**src/rtl/irq_mod_pkg.sv**
```systemverilog
package irq_mod_pkg;
  localparam int REG_W = 16;
  localparam int DLY_W = REG_W + 2;

  typedef enum logic [1:0] {
    SEL_TX_ABS   = 2'd0,
    SEL_RX_DLY   = 2'd1,
    SEL_RX_ABS   = 2'd2,
    SEL_THROTTLE = 2'd3
  } dly_sel_e;
endpackage

```
**src/rtl/imod_cause.sv**
```systemverilog
module imod_cause #(
  parameter int CAUSE_W = 8
) (
  input  logic               clk_i,
  input  logic               rst_ni,
  input  logic [CAUSE_W-1:0] set_i,
  input  logic               rd_i,
  input  logic               mask_set_we_i,
  input  logic               mask_clr_we_i,
  input  logic [CAUSE_W-1:0] mask_wdata_i,
  output logic [CAUSE_W-1:0] cause_o,
  output logic [CAUSE_W-1:0] pending_o
);
  logic [CAUSE_W-1:0] cause_q, mask_q, mask_d;

  always_comb begin
    mask_d = mask_q;
    if (mask_set_we_i) mask_d = mask_d | mask_wdata_i;
    if (mask_clr_we_i) mask_d = mask_d & ~mask_wdata_i;
  end

  always_ff @(posedge clk_i or negedge rst_ni) begin
    if (!rst_ni) begin
      cause_q <= '0;
      mask_q  <= '0;
    end else begin
      cause_q <= rd_i ? set_i : (cause_q | set_i);
      mask_q  <= mask_d;
    end
  end

  assign cause_o   = cause_q;
  assign pending_o = cause_q & mask_q;
endmodule

```
**src/rtl/imod_regs.sv**
```systemverilog
module imod_regs
  import irq_mod_pkg::*;
(
  input  logic             clk_i,
  input  logic             rst_ni,
  input  logic             we_i,
  input  logic [1:0]       sel_i,
  input  logic [31:0]      wdata_i,
  output logic [REG_W-1:0] tx_abs_o,
  output logic [REG_W-1:0] rx_dly_o,
  output logic [REG_W-1:0] rx_abs_o,
  output logic [REG_W-1:0] thr_o
);
  localparam int NREG = 4;
  logic [REG_W-1:0] regs_q [NREG];

  for (genvar g = 0; g < NREG; g++) begin : g_reg
    always_ff @(posedge clk_i or negedge rst_ni) begin
      if (!rst_ni) regs_q[g] <= '0;
      else if (we_i && sel_i == 2'(g)) regs_q[g] <= wdata_i[REG_W-1:0];
    end
  end

  assign tx_abs_o = regs_q[SEL_TX_ABS];
  assign rx_dly_o = regs_q[SEL_RX_DLY];
  assign rx_abs_o = regs_q[SEL_RX_ABS];
  assign thr_o    = regs_q[SEL_THROTTLE];
endmodule

```
**src/rtl/imod_delay_calc.sv**
```systemverilog
module imod_delay_calc
  import irq_mod_pkg::*;
#(
  parameter int CAUSE_W   = 8,
  parameter int TXDW_BIT  = 0,
  parameter int TXQE_BIT  = 1,
  parameter int RXT_BIT   = 7,
  parameter int DLY_FLOOR = 500
) (
  input  logic [CAUSE_W-1:0] pending_i,
  input  logic               ide_i,
  input  logic [REG_W-1:0]   tx_abs_i,
  input  logic [REG_W-1:0]   rx_dly_i,
  input  logic [REG_W-1:0]   rx_abs_i,
  input  logic [REG_W-1:0]   thr_i,
  output logic [DLY_W-1:0]   dly_o
);
  localparam int NCAND = 3;
  localparam logic [DLY_W-1:0] FLOOR = DLY_W'(DLY_FLOOR);

  logic [DLY_W-1:0] cand [NCAND];
  logic [DLY_W-1:0] best;

  always_comb begin
    cand[0] = (ide_i && (pending_i[TXDW_BIT] || pending_i[TXQE_BIT]))
              ? {tx_abs_i, 2'b00} : '0;
    cand[1] = (rx_dly_i != '0 && pending_i[RXT_BIT]) ? {rx_abs_i, 2'b00} : '0;
    cand[2] = DLY_W'(thr_i);
    best = '0;
    for (int i = 0; i < NCAND; i++) begin
      if (cand[i] != '0 && (best == '0 || cand[i] < best)) best = cand[i];
    end
    dly_o = (best < FLOOR) ? FLOOR : best;
  end
endmodule

```
**src/rtl/imod_timer.sv**
```systemverilog
module imod_timer #(
  parameter int DLY_W = 18,
  parameter int TICK  = 256,
  localparam int CNT_W = DLY_W + $clog2(TICK + 1)
) (
  input  logic             clk_i,
  input  logic             rst_ni,
  input  logic             arm_i,
  input  logic [DLY_W-1:0] dly_i,
  output logic             run_o,
  output logic             expire_o,
  output logic [CNT_W-1:0] cnt_o
);
  logic             run_q;
  logic [CNT_W-1:0] cnt_q;

  always_ff @(posedge clk_i or negedge rst_ni) begin
    if (!rst_ni) begin
      run_q <= 1'b0;
      cnt_q <= '0;
    end else if (run_q) begin
      if (cnt_q == '0) run_q <= 1'b0;
      else             cnt_q <= cnt_q - 1'b1;
    end else if (arm_i) begin
      run_q <= 1'b1;
      cnt_q <= CNT_W'(dly_i) * CNT_W'(TICK) - 1'b1;
    end
  end

  assign run_o    = run_q;
  assign expire_o = run_q && cnt_q == '0;
  assign cnt_o    = cnt_q;
endmodule

```
**src/rtl/irq_moderator.sv**
```systemverilog
module irq_moderator
  import irq_mod_pkg::*;
#(
  parameter int CAUSE_W      = 8,
  parameter int TXDW_BIT     = 0,
  parameter int TXQE_BIT     = 1,
  parameter int RXT_BIT      = 7,
  parameter int DLY_FLOOR    = 500,
  parameter int UNIT_PER_DLY = 256,
  parameter int UNIT_CYC     = 1,
  localparam int TICK        = UNIT_PER_DLY * UNIT_CYC,
  localparam int CNT_W       = DLY_W + $clog2(TICK + 1)
) (
  input  logic               clk_i,
  input  logic               rst_ni,
  input  logic [CAUSE_W-1:0] cause_set_i,
  input  logic               cause_rd_i,
  output logic [CAUSE_W-1:0] cause_rdata_o,
  input  logic               mask_set_we_i,
  input  logic               mask_clr_we_i,
  input  logic [CAUSE_W-1:0] mask_wdata_i,
  input  logic               reg_we_i,
  input  logic [1:0]         reg_sel_i,
  input  logic [31:0]        reg_wdata_i,
  input  logic               delay_en_i,
  output logic               irq_o
);
  logic [CAUSE_W-1:0] pending;
  logic [REG_W-1:0]   tx_abs, rx_dly, rx_abs, thr;
  logic [DLY_W-1:0]   calc_dly;
  logic [CNT_W-1:0]   tmr_cnt;
  logic               tmr_run, tmr_expire, arm, ide_q, ide_seen, irq_q;

  imod_cause #(.CAUSE_W(CAUSE_W)) i_cause (
    .clk_i, .rst_ni,
    .set_i(cause_set_i), .rd_i(cause_rd_i),
    .mask_set_we_i, .mask_clr_we_i, .mask_wdata_i,
    .cause_o(cause_rdata_o), .pending_o(pending)
  );

  imod_regs i_regs (
    .clk_i, .rst_ni,
    .we_i(reg_we_i), .sel_i(reg_sel_i), .wdata_i(reg_wdata_i),
    .tx_abs_o(tx_abs), .rx_dly_o(rx_dly), .rx_abs_o(rx_abs), .thr_o(thr)
  );

  assign ide_seen = ide_q | delay_en_i;

  imod_delay_calc #(
    .CAUSE_W(CAUSE_W), .TXDW_BIT(TXDW_BIT), .TXQE_BIT(TXQE_BIT),
    .RXT_BIT(RXT_BIT), .DLY_FLOOR(DLY_FLOOR)
  ) i_calc (
    .pending_i(pending), .ide_i(ide_seen),
    .tx_abs_i(tx_abs), .rx_dly_i(rx_dly), .rx_abs_i(rx_abs), .thr_i(thr),
    .dly_o(calc_dly)
  );

  // arm only while the line is low: moderates each rising edge
  assign arm = !tmr_run && !irq_q && (pending != '0);

  imod_timer #(.DLY_W(DLY_W), .TICK(TICK)) i_timer (
    .clk_i, .rst_ni,
    .arm_i(arm), .dly_i(calc_dly),
    .run_o(tmr_run), .expire_o(tmr_expire), .cnt_o(tmr_cnt)
  );

  always_ff @(posedge clk_i or negedge rst_ni) begin
    if (!rst_ni) begin
      ide_q <= 1'b0;
      irq_q <= 1'b0;
    end else begin
      ide_q <= arm ? 1'b0 : ide_seen;
      if (tmr_expire)            irq_q <= (pending != '0);
      else if (!tmr_run && pending == '0) irq_q <= 1'b0;
    end
  end

  assign irq_o = irq_q;
endmodule

```
**config.mk**
```make
export PLATFORM = sky130hd
export DESIGN_NAME = irq_moderator
export DESIGN_NICKNAME = d
export VERILOG_FILES = /design/src/rtl/irq_mod_pkg.sv /design/src/rtl/imod_cause.sv /design/src/rtl/imod_regs.sv /design/src/rtl/imod_delay_calc.sv /design/src/rtl/imod_timer.sv /design/src/rtl/irq_moderator.sv
export SDC_FILE = /design/constraint.sdc
export NUM_CORES = 1
export LEC_CHECK = 0
export BUFFER_PORTS_ARGS = -buffer_cell sky130_fd_sc_hd__buf_4
export CAP_MARGIN = 5
export CORE_MARGIN = 4
export CORE_UTILIZATION = 45
export DETAILED_ROUTE_END_ITERATION = 8
export SYNTH_ARGS = -nofsm -noshare
export SYNTH_HDL_FRONTEND = slang
export SYNTH_SLANG_ARGS = --single-unit
```
**constraint.sdc**
```tcl
create_clock -name clk_i -period 12.4 [get_ports clk_i]
set_input_delay 1.86 -clock clk_i [delete_from_list [all_inputs] [get_ports clk_i]]
set_output_delay 1.86 -clock clk_i [all_outputs]
set_load 0.02 [all_outputs]
```
==> results.cfg <==
[status]
run_status = completed

[cells_and_area]
antenna_cells = 0
areaGrowthSynthToFinish_pct = 12.73
design_area_um2 = 7802
filler_cell_count = 1393
fin_nets = 848
drive_gt1_frac = 0.2089

[global_route]
globalRouteOverflowTotal = 0
antenna_found_initial = 0
grt_pass1_wl_mm = 29.70
grt_max_degree = 63
grt_usage = 0.2103
grt_pass1_vias = 5642

[timing]
tightest_slew_ps = 985.5
slew_headroom = 0.3412
finalHoldViolCount = 0
finalCriticalPeriod_ps = 8378
setup_viol = 0
fin_setup_tns_ps = 0
fin_skew_ps = 7.457
max_freq_mhz = 119.4
period_share = 0.6757
rsz0062_at_grt = no
slew_violations = 0

[worst_setup_path]
crit_path_start_kind = primary input
critical-path-max-stage-delay_ps = 620
arrival_ps = 8640
endpoint_kind = register
path_class = primary input to register
crit_start = delay_en_i
critPathRequiredTime_ps = 12670
cp_common_cell = buf_4
crit_slowest_cell = nor3b_4
crit-reg2reg-launch = i_regs.rx_dly_o[1]
cp_max_fo = 26

[die]
die_area_um2 = 17430
die_h_um = 132.0
initial_core_util = 0.4570
rows = 45
die_x_um = 132.0
ioPinCount = 66
core_area_um2 = 15150

[worst_hold_path]
hold_path.class = register to register
min_from = i_regs.rx_dly_o[9]

[clock_network]
clkTransAtPathRegs_ps = 80
numCtsBuffers = 9
cts_root_buf = clkbuf_16
post_cts_buffers = 0
cts_buffer_depth = 2
htree_num_levels = 3
postCtsHoldBufs = 0
post_cts_resized = 0
cts_tree = done
clkSinkCount = 110
clk-insertion-delay-late_ps = 360

[yosys]
synth_top_family_by_area = simple AND/OR/NAND/NOR gates
synthCells = 718
syn_area_um2 = 6922
synth_top_flop_cell = dfrtp_1
synth_edf_count = 0
synth-simple-area-share = 0.1896
synth.distinct_cells = 68
muxShareOfSynthArea = 0.1312
synth-xor-area-share = 0.02784
mappedNetlistNets = 805
avgSynthCellArea_um2 = 9.640
ys_warn_count = 0
synth_fa_ha_area_frac = 0.05423
synth-seq-cells = 110
async_flop_share = 1.000
synth_compound_area_frac = 0.1753
ys_seq_area_frac = 0.3977

[route]
firstDrtPassIters = 5
routed_wl_mm = 17.90
via_count = 5672
drcViolationCount = 0
avgRoutedWirePerCell_um = 18.77
avgViaCountPerCell = 5.945
routedLengthMet1_mm = 8.860
drtIter0Drc = 460
final_antenna_net_count = 0
wl_met2_mm = 8.237
wl_met3_um = 589
routed.top_layer = met4

[placed_design]
dp_hpwl_mm = 13.65
dpl_cell_area_um2 = 7493
routabilityCongestion = 0.9223
io_buffers = 49

[flow_run]
max_cap_viol_count = 0

[power]
power_density_nw_per_um2 = 171.8
p_leak_nw = 3.309
ir_drop_mv = 0.07746
## cells in the final DEF (no fill, tap or decap), types with 3 or more instances in the layout
cell type / Yosys / final
a211oi_1: 8 / 8
ha_1: 30 / 30
and3_1: 3 / 3
or3_1: 13 / 13
a41oi_1: 3 / 3
a21o_1: 20 / 20
dfrtp_1: 110 / 110
or4_4: 3 / 3
nand3b_1: 3 / 3
a21oi_1: 37 / 37
o31ai_1: 7 / 7
nor4_1: 14 / 14
o211ai_1: 9 / 9
or2_2: 5 / 5
nor3_1: 33 / 33
nand3_1: 13 / 13
buf_4: 1 / 57
a221o_1: 3 / 3
xor2_1: 9 / 9
mux2i_1: 12 / 12
xnor2_1: 13 / 13
a31oi_1: 6 / 6
nand2b_1: 4 / 4
o21ai_0: 47 / 47
inv_1: 16 / 16
mux2_2: 66 / 66
clkbuf_16: 0 / 9
nand2_1: 65 / 65
and2_1: 15 / 15
nor2_1: 49 / 49
o21a_1: 6 / 6
a22oi_1: 14 / 14
nand4_1: 6 / 6
a221oi_1: 3 / 3
or4_1: 7 / 7
## logic make-up (layout without fill, tap and decap cells)
group | Yosys count | count (layout)
muxes | 80 | 80
DFF | 110 | 110
AOI/OAI and AO/OA | 185 | 185
xor gates and xnor gates | 22 | 22
buffers and inverters | 42 | 90
and+or+nand+nor | 249 | 249
adders and majority gates | 30 | 30
## metrics by stage
step	util	std cells	setup WS [ps]	power [mW]	hold WS, ps
after floorplan	-	718	4182	0.8916	476.9
after global placement	0.4948	938	3702	1.022	489.2
after detailed placement	0.4948	938	3689	1.039	492.9
after CTS	0.5152	954	4024	1.347	513.3
after global routing	0.5152	954	3439	1.440	530.0
final	0.5152	954	4022	1.341	512.4
## where the power goes
| group | leakage (nW) | total (mW) | switching [mW] | internal, mW |
|---|---|---|---|---|
| Sequential | 1.28 | 0.549 | 0.103 | 0.446 |
| Clock | 0.146 | 0.305 | 0.144 | 0.161 |
| Combinational | 1.88 | 0.487 | 0.267 | 0.220 |
| Total | 3.31 | 1.34 | 0.515 | 0.826 |
## cell usage after synthesis (3+ instances only)
cell type / count / share of area
a211oi_1: 8 / 0.0087
a21o_1: 20 / 0.022
a21oi_1: 37 / 0.027
a221o_1: 3 / 0.0043
a221oi_1: 3 / 0.0038
a22oi_1: 14 / 0.015
a31oi_1: 6 / 0.0054
a41oi_1: 3 / 0.0038
and2_1: 15 / 0.014
and3_1: 3 / 0.0027
buf_1: 4 / 0.0022
buf_2: 4 / 0.0029
clkbuf_1: 16 / 0.0087
dfrtp_1: 110 / 0.40
ha_1: 30 / 0.054
inv_1: 16 / 0.0087
mux2_2: 66 / 0.11
mux2i_1: 12 / 0.017
nand2_1: 65 / 0.035
nand2b_1: 4 / 0.0036
nand3_1: 13 / 0.0094
nand3b_1: 3 / 0.0033
nand4_1: 6 / 0.0054
nor2_1: 49 / 0.027
nor3_1: 33 / 0.024
nor4_1: 14 / 0.013
o211ai_1: 9 / 0.0098
o21a_1: 6 / 0.0065
o21ai_0: 47 / 0.034
o31ai_1: 7 / 0.0076
or2_2: 5 / 0.0045
or3_1: 13 / 0.012
or4_1: 7 / 0.0076
or4_4: 3 / 0.0049
xnor2_1: 13 / 0.016
xor2_1: 9 / 0.011
## final cells by class
type / instances / area [um^2] / area share
clock buffer: 10 / 229.0 / 0.02935
tap: 188 / 235.2 / 0.03015
clock inverter: 6 / 80.08 / 0.01026
sequential: 110 / 2753 / 0.3528
inverter: 17 / 63.81 / 0.008178
timing repair buffer: 57 / 427.9 / 0.05484
multi-input combinational: 566 / 4014 / 0.5144
## critical path, delay by kind of cell
family,cells,cell delay [ps]
AOI/OAI and AO/OA,14,2880
adders and majority gates,3,930
muxes,1,470
xor gates and xnor gates,1,180
buffers and inverters,6,1180
and+or+nand+nor,6,1130
## worst paths after layout
kind                                       to  slack (ps)  depth (start not counted)
hold / removal             i_regs.rx_dly_o[9]         510                          1
setup reg to reg            i_timer.cnt_o[20]        4590                         30
min in group asynchronous   i_timer.cnt_o[20]        1500                          1
hold reg to reg            i_regs.rx_dly_o[9]         510                          1
setup / recovery            i_timer.cnt_o[20]        4020                         31
max in group asynchronous  i_regs.rx_abs_o[4]        9670                          2
## flip-flops by register name (all words and copies together), names as in the netlist, named ones only
register         count
i_regs.thr_o        16
i_timer.run_o        1
irq_o                1
i_cause.mask_q       1
i_timer.cnt_o       27
i_regs.rx_abs_o     16
i_regs.tx_abs_o     16
ide_q                1
i_regs.rx_dly_o     16
i_cause.cause_o      8
## per-layer routing
| metal | track usage | up-vias |
|---|---|---|
| met5 | 0 | - |
| met4 | 0.04667 | 0 |
| met3 | 0.03779 | 18 |
| met2 | 0.3315 | 105 |
| met1 | 0.3035 | 2767 |
| li1 | - | 2782 |
(Power assumes the default switching activity.)
